`config.mk`:
```
export PLATFORM = sky130hd
export DESIGN_NAME = cmdq_ctrl
export DESIGN_NICKNAME = d
export VERILOG_FILES = /design/src/rtl/cmdq_ctrl.sv
export SDC_FILE = /design/constraint.sdc
export NUM_CORES = 1
export LEC_CHECK = 0
export BUFFER_PORTS_ARGS = -buffer_cell sky130_fd_sc_hd__clkbuf_2
export CORE_MARGIN = 3
export CORE_UTILIZATION = 46
export DETAILED_ROUTE_END_ITERATION = 16
export PLACE_DENSITY = 0.86
export SLEW_MARGIN = 20
export SYNTH_ARGS = -nofsm -noshare
export SYNTH_HDL_FRONTEND = slang
export SYNTH_SLANG_ARGS = --single-unit
export TNS_END_PERCENT = 100
```
`constraint.sdc`:
```
create_clock -name clk -period 2.2 [get_ports clk]
set_input_delay 0.44 -clock clk [delete_from_list [all_inputs] [get_ports clk]]
set_output_delay 0.44 -clock clk [all_outputs]
set_load 0.03 [all_outputs]
```
`src/rtl/cmdq_ctrl.sv`:
```
module cmdq_ctrl #(
  parameter int          PTR_W       = 32,
  parameter int          RA_W        = 9,
  parameter logic [15:0] ENGINE_MASK = 16'h00FF
) (
  input  logic             clk,
  input  logic             rst_n,
  input  logic             reg_we,
  input  logic [RA_W-1:0]  reg_addr,
  input  logic [31:0]      reg_wdata,
  output logic [31:0]      reg_rdata,
  output logic             dmem_rd,
  output logic [PTR_W-1:0] dmem_addr,
  input  logic [31:0]      dmem_rdata,
  output logic             eng_valid,
  input  logic             eng_ready,
  output logic [3:0]       eng_sel,
  output logic [14:0]      eng_func,
  output logic             eng_init,
  output logic             eng_eom,
  output logic             eng_prot,
  output logic [PTR_W-1:0] eng_desc,
  input  logic             eng_done,
  input  logic             eng_err,
  output logic             irq
);

  localparam logic [RA_W-1:0] A_CTRL = RA_W'('h000);
  localparam logic [RA_W-1:0] A_TAIL = RA_W'('h004);
  localparam logic [RA_W-1:0] A_HEAD = RA_W'('h008);
  localparam logic [RA_W-1:0] A_IEN  = RA_W'('h00C);
  localparam logic [RA_W-1:0] A_IST  = RA_W'('h010);
  localparam logic [RA_W-1:0] A_QST  = RA_W'('h100);
  localparam logic [PTR_W-1:0] SLOT  = PTR_W'(32);
  localparam logic [PTR_W-1:0] ALIGN = ~PTR_W'(31);

  typedef enum logic [1:0] {S_IDLE, S_LATCH, S_ISSUE, S_BUSY} st_t;

  st_t              state;
  logic             run;
  logic [4:0]       sz;
  logic [PTR_W-1:0] tail, head;
  logic [2:0]       ien, ist;
  logic [31:0]      w0;

  logic [5:0]       sh;
  logic [PTR_W-1:0] wmask, head_nxt;
  logic             empty, bad_sel, hw_stop, retire;
  logic [2:0]       st_set, st_clr;

  assign sh       = {1'b0, sz} + 6'd6;
  assign wmask    = ~({PTR_W{1'b1}} << sh);
  assign head_nxt = (head & ~wmask) | ((head + SLOT) & wmask);
  assign empty    = (head == tail);
  assign bad_sel  = !ENGINE_MASK[dmem_rdata[23:20]];

  assign dmem_rd   = (state == S_IDLE) && run && !empty;
  assign dmem_addr = head;
  assign eng_valid = (state == S_ISSUE);
  assign eng_sel   = w0[23:20];
  assign eng_func  = w0[19:5];
  assign eng_init  = w0[3];
  assign eng_eom   = w0[4];
  assign eng_prot  = w0[24];
  assign eng_desc  = head;
  assign irq       = |(ist & ien);
  assign st_clr    = (reg_we && reg_addr == A_IST) ? reg_wdata[2:0] : 3'b000;

  always_comb begin
    st_set  = 3'b000;
    hw_stop = 1'b0;
    retire  = 1'b0;
    if (state == S_LATCH && bad_sel) begin
      st_set  = 3'b110;
      hw_stop = 1'b1;
    end else if (state == S_BUSY && eng_err) begin
      st_set  = 3'b110;
      hw_stop = 1'b1;
    end else if (state == S_BUSY && eng_done) begin
      retire  = 1'b1;
      st_set  = {w0[0], 1'b0, w0[1]};
      hw_stop = w0[0];
    end
  end

  always_comb begin
    case (reg_addr)
      A_CTRL:  reg_rdata = {24'b0, sz, 2'b0, run};
      A_TAIL:  reg_rdata = 32'(tail);
      A_HEAD:  reg_rdata = 32'(head);
      A_IEN:   reg_rdata = {29'b0, ien};
      A_IST:   reg_rdata = {29'b0, ist};
      A_QST:   reg_rdata = {30'b0, state != S_IDLE, empty};
      default: reg_rdata = 32'b0;
    endcase
  end

  always_ff @(posedge clk) begin
    if (!rst_n) begin
      state <= S_IDLE;
      run   <= 1'b0;
      sz    <= '0;
      tail  <= '0;
      head  <= '0;
      ien   <= '0;
      ist   <= '0;
      w0    <= '0;
    end else begin
      if (reg_we && reg_addr == A_CTRL) begin
        run <= reg_wdata[0];
        sz  <= reg_wdata[7:3];
      end
      if (hw_stop) run <= 1'b0;
      if (reg_we && reg_addr == A_TAIL) tail <= reg_wdata[PTR_W-1:0] & ALIGN;
      if (reg_we && reg_addr == A_HEAD) head <= reg_wdata[PTR_W-1:0] & ALIGN;
      if (retire) head <= head_nxt;
      if (reg_we && reg_addr == A_IEN) ien <= reg_wdata[2:0];
      ist <= (ist & ~st_clr) | st_set;
      case (state)
        S_IDLE:  if (dmem_rd) state <= S_LATCH;
        S_LATCH: begin
          w0    <= dmem_rdata;
          state <= bad_sel ? S_IDLE : S_ISSUE;
        end
        S_ISSUE: if (eng_ready) state <= S_BUSY;
        S_BUSY:  if (eng_done || eng_err) state <= S_IDLE;
        default: state <= S_IDLE;
      endcase
    end
  end

  p_one_read_r3: assert property (@(posedge clk) disable iff (!rst_n)
    dmem_rd |=> !dmem_rd);

  p_valid_hold_r5: assert property (@(posedge clk) disable iff (!rst_n)
    eng_valid && !eng_ready |=> eng_valid && $stable(eng_sel) && $stable(eng_func) && $stable(eng_desc));

  p_head_moves_r6: assert property (@(posedge clk) disable iff (!rst_n)
    (state == S_BUSY) && eng_done && !eng_err |=> head != $past(head));

  p_err_stop_r9: assert property (@(posedge clk) disable iff (!rst_n)
    (state == S_BUSY) && eng_err |=> !run && ist[1] && ist[2]);

  p_err_head_r9: assert property (@(posedge clk) disable iff (!rst_n)
    (state == S_BUSY) && eng_err && !reg_we |=> $stable(head));

  p_attached_r10: assert property (@(posedge clk) disable iff (!rst_n)
    eng_valid |-> ENGINE_MASK[eng_sel]);

endmodule

```
* Word level (Yosys, flattened, before mapping)
Memory sizes are Yosys's and may differ from the RTL's. Index checks and enable logic that the tools add are counted.
Storage, ports and cells: register bits 98, bits in read-only memories 16, output and inout port bits 121, word-level logic and storage cells 74, memories 1
Operators by class: add/subtract/negate cells 2, magnitude comparators 1, eq/ne operators 12, shift operators 1, multiplexer cells 19, bitwise operators 10, reductions and logical operators 20
Memory list:
- (name not given) | words 16, width 1, rd ports 1, clocked after memory_dff 0, write ports 0, line 55 | assign bad_sel = !ENGINE_MASK[dmem_rdata[23:20]];
Operators by type and width (count):
- one-hot mux 32 bit (6 select lines) | 1
- bitwise AND 32 bit | 2
- 2-to-1 mux 32 bit | 2
- NOT 32 bit | 2
- adder 32 x 6 -> 32 bit, second input constant | 1
- == test 32 bit | 1
- bitwise OR 32 bit | 1
- << shifter 32 x 6 -> 32 bit, first input constant | 1
- == test 9 x 4 -> 1 bit, second input constant | 2
- 2-to-1 mux 3 bit | 4
- logical AND 1 bit | 10
- == test 9 x 3 -> 1 bit, second input constant | 1
- == test 9 x 5 -> 1 bit, second input constant | 1
- == test 9 bit, second input constant | 1
- zero test 9 bit | 1
- 2-to-1 mux 2 bit | 4
- one-hot mux 2 bit (4 select lines) | 1
- 2-to-1 mux 1 bit | 7
- adder 5 x 3 -> 6 bit, second input constant | 1
- bitwise AND 3 bit | 2
- < comparator 4 x 5 -> 1 bit, second input constant | 1
- == test 2 bit, second input constant | 2
- != test 2 x 1 -> 1 bit, second input constant | 2
- nonzero test 2 bit | 2
- other kinds (11) | 12

* Logic depth before layout (Yosys ltp)
Gate-level depths: netlist of run 1.
depth after elaboration 7, mapped depth 9

* Least setup slack after synthesis of run 1
No wires, ideal clock.
kind register -> output, start point register with a tool-made name, end point output port dmem_rd, arrival 2.179 ns, path slack -0.419 ns, stages on the path, launching flop included 7, path through dfxtp_1 -> clkbuf_1 -> xor2_1 -> nor4_1 -> nand4_1 -> nor4_1 -> nor4b_1
RTL lines:
- end: declaration | line 12 | output logic dmem_rd,

* Worst setup path in the final report of run 1
start point register tail[16], end point output port reg_rdata[0]
On the way: word-level cells in the longest chain between the ends 2
Ends and longest elaborated chain:
- start: declaration | line 42 | logic [PTR_W-1:0] tail, head;
- start signal: assignment | line 114 | if (reg_we && reg_addr == A_TAIL) tail <= reg_wdata[PTR_W-1:0] & ALIGN;
- == test 32 bit | line 54 | assign empty = (head == tail);
- one-hot mux 32 bit (6 select lines) | line 87 | case (reg_addr)
- end: declaration | line 11 | output logic [31:0] reg_rdata,
Every way passes these cells.

==> results of run 1 <==
-- what timing repair did --
item                       in CTS  in global routing
hold buffers                    0                  0
pin swaps                      27                 61
gates cloned                    3                  4
buffers inserted               11                  5
gates resized for setup       101                171
setup endpoints to repair      30                 64
-- Yosys cell counts (5+ instances only) --
cell / n / area [um2]
and2_1: 7 / 43.8
nor2_1: 24 / 90.1
a21oi_1: 88 / 440
ha_1: 5 / 62.6
xnor2_1: 11 / 96.3
inv_1: 11 / 41.3
nor4_1: 13 / 81.3
nand4_1: 11 / 68.8
o21ai_0: 28 / 140
buf_4: 56 / 420
clkbuf_1: 45 / 169
a31oi_1: 7 / 43.8
a211oi_1: 15 / 113
a22oi_1: 6 / 45.0
o211ai_1: 5 / 37.5
nor2b_1: 6 / 37.5
dfxtp_1: 97 / 1940
a2bb2oi_1: 5 / 43.8
or4_1: 5 / 37.5
a22o_1: 26 / 228
nand2_1: 149 / 559
nor3_1: 12 / 60.1
and3_1: 18 / 113
xor2_1: 18 / 158
nand3_1: 22 / 110
-- critical path, cell delays in order (launching register included) --
cell     delay, ns
dfxtp_1       0.46
xor2_1        0.11
nor4_1        0.35
nand4_1       0.31
nor4_4        0.34
a41o_2        0.28
buf_8         0.13
-- cell type report --
type | count | share of cell area, %
Clock buffer | 11 | 2.86
Sequential cell | 97 | 22.1
Timing Repair Buffer | 308 | 27.3
Tap cell | 168 | 2.38
Clock inverter | 4 | 0.326
Inverter | 11 | 0.468
Multi-Input combinational cell | 545 | 44.6
-- kinds of logic (layout without fill, tap and decap cells) --
| kind of cell | after synthesis | count (layout) |
|---|---|---|
| fa+ha+maj | 5 | 5 |
| simple gates | 293 | 293 |
| mux | 5 | 5 |
| flops | 97 | 97 |
| buf+inv | 118 | 334 |
| xor+xnor | 29 | 29 |
| compound gates | 213 | 213 |
-- layer usage --
layer | track usage [%] | vias to the layer above | routed length [um]
li1 | - | 3120 | -
met5 | 0 | - | 0
met3 | 7.89 | 111 | 2460
met4 | 14.8 | 0 | 1210
met1 | 36.1 | 3241 | 8710
met2 | 50.6 | 469 | 11700
-- stage by stage --
stage	power [mW]	hold WS, ns	util (%)	std cells
3_3_place_gp	1.99	0.440	59.7	1111
4_1_cts	3.49	0.295	67.8	1140
6_report	3.51	0.299	72.6	1144
2_1_floorplan	1.88	0.437	-	760
5_1_grt	3.61	0.309	72.6	1144
3_5_place_dp	1.99	0.447	59.7	1111
-- worst paths after layout --
check	end	slack (ns)	startpoint	cells past startpoint
setup / recovery	reg_rdata[0]	-0.57	tail[16]$_SDFFE_PN0P_	6
hold / removal	w0[3]$_SDFFE_PN0N_	0.30	dmem_rdata[3]	3
setup reg to reg	flop	0.04	sz[2]$_SDFFE_PN0P_	9
hold reg to reg	w0[16]$_SDFFE_PN0N_	0.46	w0[16]$_SDFFE_PN0N_	2
-- power breakdown --
part	switching, mW	internal [mW]	total, mW
sequential	0.000932	1.76	1.76
clock	0.695	0.822	1.52
combinational	0.143	0.0947	0.237
==> flow_summary.json, run 1 <==
{
  "synth.area.mux_share_pct": 0.887,
  "fin_setup_tns_ns": -10.43,
  "postPlaceCellArea_mm2": 0.00726,
  "p_leak_nw": 4.04,
  "synth_cell_types": 59,
  "final.min_clock_period_ns": 2.77,
  "multi_input_area_mm2": 0.00393,
  "post-place-ws_ns": -0.313,
  "powerDensity_mw_per_mm2": 398,
  "final_common_cell": "clkbuf_2",
  "vdd_drop_max_mv": 0.382,
  "pin_count": 200,
  "setup_viol": 57,
  "antenna_found_initial": 0,
  "portBuffers": 191,
  "synth_compound_area_share_pct": 23.7,
  "synthXorXnorAreaFrac_pct": 4.39,
  "startpoint_type": "flop",
  "hpwl_um": 14300,
  "worstMarginPinSlew_ns": 0.690,
  "die_area_mm2": 0.0140,
  "fin_crit_sh_pct": 126,
  "grt_start_max_net_pins": 75,
  "syn-num-nets": 844,
  "finalNetCount": 1056,
  "route.detailed.drc": 0,
  "gp_congestion": 1.03,
  "synth_warnings": 0,
  "grt_usage_pct": 30.3,
  "synth_top_family_by_area": "simple AND/OR/NAND/NOR gates",
  "wirelength_um": 24100,
  "die_h_um": 118,
  "hold_viol_final": 0,
  "avgViaCountPerCell": 6.07,
  "synth_edf_count": 0,
  "min_path_type": "in -> reg",
  "clk_latency_ns": 0.36,
  "fillCellCount": 861,
  "drive_above_1_share_pct": 46.2,
  "dr.pass1.iters": 5,
  "maxSlewViolCount": 0,
  "root_buffer": "clkbuf_16",
  "h-tree-depth": 3,
  "synth_area_mm2": 0.00578,
  "synth.ff_latch_count": 97,
  "skew_ns": 0.0122,
  "cp-end-kind": "output port",
  "die_w_um": 118,
  "vias": 6941,
  "seqCellArea_mm2": 0.00195,
  "timing.slew.headroom_pct": 53.5,
  "path_clk_slew_ns": 0.06,
  "max-clock-path-buffers": 2,
  "drtAntennaViolNets": 0,
  "synthSimpleGateAreaFrac_pct": 25.0,
  "synth_cells": 760,
  "synthAdderAreaFrac_pct": 1.08,
  "rsz0062_at_grt": "true",
  "design_area_mm2": 0.00883,
  "n_antenna_cell": 0,
  "synthFlopType": "dfxtp_1",
  "clkSinkCount": 97,
  "avgRoutedWirePerCell_um": 21.0,
  "cts_buffers": 9,
  "num_rows": 40,
  "worst_slack_ns": -0.571,
  "grt_pass1_wl_um": 34000,
  "status": "complete, but fails checks",
  "crit_required_ns": 1.76,
  "initial_core_util_pct": 47.6,
  "grt_remaining_overflow": 0,
  "crit_arrival_ns": 2.33,
  "path_class": "reg -> out",
  "fmax_mhz": 361,
  "cts_tree": "done",
  "async_reset_ff_share_pct": 0,
  "seq_area_frac_synth_pct": 33.6,
  "area_growth_pct": 52.6,
  "violations": "setup timing",
  "maxCapViolCount": 0,
  "crit_fanout": 3,
  "syn_area_per_cell_um2": 7.61,
  "final_cell_mix": "clkbuf_2 (159), nand2_1 (101), dfxtp_1 (93), buf_4 (91), a21oi_1 (63)",
  "grt_pass1_vias": 6438,
  "first_iter_violations": 573,
  "coreArea_mm2": 0.0122
}
Note: power is estimated with default switching activity, not from simulation.
==> run 2, diff against run 1 <==
--- a/config.mk
+++ b/config.mk
@@ -7,7 +7,9 @@
 export LEC_CHECK = 0
+export ABC_AREA = 1
 export BUFFER_PORTS_ARGS = -buffer_cell sky130_fd_sc_hd__clkbuf_2
+export CAP_MARGIN = 20
 export CORE_MARGIN = 3
-export CORE_UTILIZATION = 46
+export CORE_UTILIZATION = 47
 export DETAILED_ROUTE_END_ITERATION = 16
-export PLACE_DENSITY = 0.86
+export PLACE_DENSITY = 0.87
 export SLEW_MARGIN = 20
--- a/constraint.sdc
+++ b/constraint.sdc
@@ -3,2 +3,2 @@
 set_output_delay 0.44 -clock clk [all_outputs]
-set_load 0.03 [all_outputs]
+set_load 0.005 [all_outputs]
==> run 2 against run 1 <==
The flow now finishes without violations; critical path depth increased by 1; utilization shrank 12 points; power rose by 25%; global-route usage down 3.5 points; sequential share of layout area up 3.9 points; first-iteration DRC count is 29% higher.
==> flow_summary.json, run 2 <==
{
  "skew_ns": 0.00730,
  "maxSlewViolCount": 0,
  "r2r_cells": 12,
  "gp_congestion": 0.964,
  "p_leak_nw": 3.77,
  "powerDensity_mw_per_mm2": 573,
  "place_inst": 1267,
  "final_cell_mix": "clkbuf_2 (188), nand2_1 (173), nor2_1 (115), inv_1 (105), o21ai_0 (79)",
  "setup_viol": 0,
  "clkSinkCount": 97,
  "grt_use_met3_pct": 5.33,
  "timing.slew.headroom_pct": 63.9,
  "final_common_cell": "clkbuf_2",
  "h-tree-depth": 3,
  "portBuffers": 191,
  "min_path_cells": 3,
  "pin_count": 200,
  "n_antenna_cell": 0,
  "fin_crit_sh_pct": 100,
  "route.detailed.drc": 0,
  "vdd_drop_max_mv": 0.510,
  "hold_viol_final": 0,
  "final.min_clock_period_ns": 2.20,
  "postPlaceCellArea_mm2": 0.00712,
  "synth_cells": 951,
  "utilization_pct": 60.6,
  "async_reset_ff_share_pct": 0,
  "fmax_mhz": 455,
  "path_class": "reg -> out",
  "avgRoutedWirePerCell_um": 15.4,
  "maxCapViolCount": 0,
  "syn-num-nets": 1035,
  "cts_tree": "done",
  "instances_no_fill": 1294,
  "path_clk_slew_ns": 0.08,
  "first_iter_violations": 737,
  "cp-end-kind": "output port",
  "grt_remaining_overflow": 0,
  "finalNetCount": 1201,
  "synth_area_mm2": 0.00614,
  "cts_buffers": 9,
  "grt_pass1_wl_um": 31300,
  "coreArea_mm2": 0.0127,
  "r2r-start": "sz[1]$_SDFFE_PN0P_",
  "synth_cell_types": 44,
  "use_met1_pct": 35.1,
  "die_w_um": 120,
  "worstHoldStart": "dmem_rdata[7]",
  "drtAntennaViolNets": 0,
  "hpwl_um": 14900,
  "crit_arrival_ns": 1.76,
  "root_buffer": "clkbuf_16",
  "grt_pass1_vias": 6359,
  "synth.ff_latch_count": 97,
  "yosysMostFrequentCell": "nand2_1",
  "die_area_mm2": 0.0145,
  "min_path_type": "in -> reg",
  "ys_top_cells_by_count": "nand2_1 (178), nor2_1 (122), inv_1 (114)",
  "yosys.area.top_type": "dfxtp_1",
  "use_met2_pct": 44.1,
  "synth_top_area_share_pct": 31.6,
  "synth_warnings": 0,
  "grt_usage_pct": 26.8,
  "vias": 6918,
  "clk_latency_ns": 0.37,
  "ys_top_cells_by_area": "dfxtp_1 (32%), nand2_1 (11%), nor2_1 (7.5%)",
  "antenna_found_initial": 0,
  "initial_core_util_pct": 48.4,
  "grt_start_max_net_pins": 60,
  "drive_above_1_share_pct": 29.9,
  "avgViaCountPerCell": 5.35,
  "worstMarginPinSlew_ns": 0.536,
  "num_rows": 41,
  "syn_area_per_cell_um2": 6.45,
  "crit_required_ns": 1.76,
  "dr.pass1.iters": 5,
  "hold_ws_ns": 0.317,
  "rsz0062_at_grt": "true",
  "synthFlopType": "dfxtp_1",
  "startpoint_type": "flop",
  "wirelength_um": 19900,
  "area_growth_pct": 25.1,
  "grt-busiest-layer": "met2",
  "status": "finished, final reports clean",
  "die_h_um": 120,
  "synth_edf_count": 0,
  "max-clock-path-buffers": 2,
  "crit_fanout": 7,
  "seq_area_frac_synth_pct": 31.6,
  "design_area_mm2": 0.00767
}
run 2: cell count changes after synthesis, moves of 26 or more:
cell     previous run  this run
nor2_1             24       122
a21oi_1            88        40
nand2_1           149       178
nand3_1            22        48
inv_1              11       114
o21ai_0            28        88
run 2: final timing paths:
path / endpoint / slack (ns)
max: reg_rdata[0] / 0.0009
max reg2reg: flop / 0.10
min: w0[7]$_SDFFE_PN0N_ / 0.32
min reg2reg: ien[1]$_SDFFE_PN0P_ / 0.47
run 2: cell families after synthesis:
group | after synthesis | share of synthesized area, %
AO/OA/AOI/OAI | 195 | 17.6
XOR/XNOR | 25 | 3.57
adder cells (fa/ha/maj) | 5 | 1.02
buffers and inverters | 211 | 16.4
flip-flops | 97 | 31.6
AND/OR/NAND/NOR | 418 | 29.7
run 2: layout make-up:
| class | instances | area, um2 |
|---|---|---|
| inverters | 122 | 465 |
| flip-flops and latches | 97 | 1990 |
| repair buffers | 244 | 1430 |
| fillers | 1192 | 5000 |
| well taps | 172 | 215 |
| clock buffers | 9 | 225 |
| clock inverters | 7 | 78.8 |
| multi-input cells | 643 | 3270 |
run 2: layer usage:
metal | vias up | wire, um | part of all wire (%)
met4 | 0 | 434 | 2.2
met2 | 366 | 9340 | 47
met1 | 3125 | 8270 | 42
met5 | - | 0 | 0
li1 | 3386 | - | -
met3 | 41 | 1870 | 9.4
run 2: stage by stage:
| stage | worst slack [ns] | total power [mW] | TNS [ns] |
|---|---|---|---|
| after CTS | 0.00878 | 4.41 | 0 |
| after floorplan | 0.188 | 2.63 | 0 |
| after detailed placement | -0.0211 | 2.81 | -0.0415 |
| final | 0.000861 | 4.40 | 0 |
| after global placement | -0.00743 | 2.78 | -0.00743 |
| after global routing | -0.0854 | 4.62 | -0.223 |
run 2: critical path, cell delays in order, from the launching register on:
cell and delay, ns:
dfxtp_2 0.37, xor2_1 0.17, nor2_1 0.21, nand3_2 0.13
nor2_2 0.13, nand2_2 0.11, o21ai_2 0.14, clkbuf_2 0.12
run 2: repair_timing:
item / in CTS / in global routing
gates resized for setup: 31 / 50
endpoints found under the setup margin: 8 / 32
hold buffers: 0 / 0
pin swaps: 1 / 13
cloned: 0 / 0
setup buffers: 0 / 11
run 2: where the power goes:
group | switching (mW) | internal (mW) | leakage, nW
logic | 0.439 | 0.313 | 2.82
registers | 0.101 | 1.91 | 0.799
clock network | 0.818 | 0.816 | 0.151
total | 1.36 | 3.04 | 3.77
==> run 3, diff against run 2 <==
CORE_UTILIZATION = 56   (was 47)
PLACE_DENSITY = 0.95   (was 0.87)
TNS_END_PERCENT = default   (was 100)
clock period = 2.56 ns   (was 2.2 ns; I/O delays follow)
==> run 3 against run 2 <==
Flip-flop and latch count unchanged; non-clock buffer count is 35 lower; clock-buffer cell count unchanged; sequential power down 13%; critical path depth grew 3; combinational power decreased by 13%; sequential share of layout area grew 1.7 points; die area shrank 15%; highest routed layer unchanged; critical path type unchanged; register-to-register slack better by 0.06 ns; wire length shrank 6.6%.
==> flow_summary.json, run 3 (same netlist as run 2, synthesis figures left out) <==
{
  "clkSinkCount": 97,
  "maxCapViolCount": 0,
  "worstHoldStart": "dmem_rdata[3]",
  "root_buffer": "clkbuf_8",
  "h-tree-depth": 3,
  "worst_hold_path.endpoint": "w0[3]$_SDFFE_PN0N_",
  "fin_crit_sh_pct": 95.6,
  "r2r_cells": 12,
  "min_path_cells": 3,
  "startpoint_type": "flop",
  "cts_buffers": 9,
  "timing.slew.headroom_pct": 65.2,
  "place_inst": 1207,
  "n_antenna_cell": 0,
  "grt_start_max_net_pins": 43,
  "cts_tree": "done",
  "vias": 6908,
  "min_path_type": "in -> reg",
  "crit_arrival_ns": 1.93,
  "fin_setup_tns_ns": 0,
  "cp-end-kind": "output port",
  "maxSlewViolCount": 0,
  "num_rows": 37,
  "final_cell_mix": "clkbuf_2 (191), nand2_1 (177), nor2_1 (122), inv_1 (113), o21ai_0 (88)",
  "path_class": "reg -> out",
  "hpwl_um": 14000,
  "fmax_mhz": 409,
  "clk_latency_ns": 0.37,
  "instances_no_fill": 1223,
  "avgViaCountPerCell": 5.65,
  "initial_core_util_pct": 58.4,
  "grt_pass1_wl_um": 30500,
  "max-clock-path-buffers": 2,
  "die_h_um": 111,
  "drtAntennaViolNets": 0,
  "grt_usage_pct": 29.4,
  "cts_hold_buf": 0,
  "skew_ns": 0.00767,
  "grt_pass1_vias": 6356,
  "fillCellCount": 931,
  "area_growth_pct": 15.3,
  "p_leak_nw": 3.47,
  "die_w_um": 111,
  "pin_count": 200,
  "r2r-start": "sz[1]$_SDFFE_PN0P_",
  "vdd_drop_max_mv": 0.286,
  "grt_remaining_overflow": 0,
  "drive_above_1_share_pct": 24.4,
  "rsz0062_at_grt": "false",
  "crit_required_ns": 2.05,
  "cts_resized": 0,
  "post_cts_buffers": 0,
  "gp_congestion": 0.967,
  "route.detailed.drc": 0,
  "hold_viol_final": 0,
  "reg2reg_slack_ns": 0.16,
  "dr.pass1.iters": 5,
  "wirelength_um": 18600,
  "coreArea_mm2": 0.0105,
  "powerDensity_mw_per_mm2": 476,
  "final.min_clock_period_ns": 2.45,
  "antenna_found_initial": 0,
  "status": "finished, final reports clean",
  "setup_viol": 0,
  "avgRoutedWirePerCell_um": 15.2,
  "final_common_cell": "clkbuf_2",
  "finalNetCount": 1166,
  "die_area_mm2": 0.0123,
  "first_iter_violations": 735,
  "path_clk_slew_ns": 0.10,
  "portBuffers": 191,
  "crit_fanout": 6,
  "worstMarginPinSlew_ns": 0.517
}
run 3: worst max-delay path by stage:
stage	startpoint	endpoint	slack, ns	depth (start not counted)
floorplan	sz[1]$_SDFFE_PN0P_	flop	0.55	15
global placement	reg_addr[3]	reg_rdata[14]	0.28	6
detailed placement	reg_addr[7]	flop	0.19	12
CTS	flop	reg_rdata[0]	0.07	11
global route	flop	reg_rdata[0]	0.003	7
finish	flop	reg_rdata[0]	0.11	10
run 3: area by class of cell:
| cell class | count | area (um2) | area share, % |
|---|---|---|---|
| multi-input cells | 643 | 3200 | 45.2 |
| well taps | 136 | 170 | 2.40 |
| repair buffers | 209 | 1100 | 15.6 |
| flip-flops and latches | 97 | 1960 | 27.6 |
| clock buffers | 9 | 124 | 1.75 |
| clock inverters | 7 | 67.6 | 0.955 |
| inverters | 122 | 458 | 6.47 |
run 3: metrics by stage:
step / utilization (%) / power [mW] / hold WS, ns / worst slack [ns] / area [um2]
detailed placement: 65.3 / 2.43 / 0.461 / 0.190 / 6860
CTS: 67.1 / 3.36 / 0.376 / 0.0748 / 7050
global placement: 65.3 / 2.39 / 0.451 / 0.281 / 6860
global route: 67.3 / 3.54 / 0.395 / 0.00330 / 7080
floorplan: - / 2.26 / 0.439 / 0.548 / 6140
finish: 67.3 / 3.37 / 0.379 / 0.114 / 7080
run 3: power by group:
group	internal [mW]	total, mW	switching (mW)
clock	0.371	0.972	0.601
sequential	1.65	1.74	0.0890
combinational	0.265	0.652	0.387
run 3: routing by layer:
layer	share of wire (%)	routed length [um]	vias to the layer above	GRT usage (%)
met5	0	0	-	0
met4	3.5	657	0	13.1
met3	9.8	1820	64	5.02
met2	47	8650	423	47.2
met1	40	7460	3122	38.9
li1	-	-	3299	-
run 3: worst max-delay path, cell delays in order, from the launching register on:
cell and delay, ns:
dfxtp_1 0.41, inv_1 0.20, nand2_1 0.07, nand2_1 0.05, nand2_1 0.04, nor2_1 0.18, nand2_1 0.08, nor2_1 0.08
nand2_1 0.09, o21ai_0 0.21, clkbuf_2 0.16
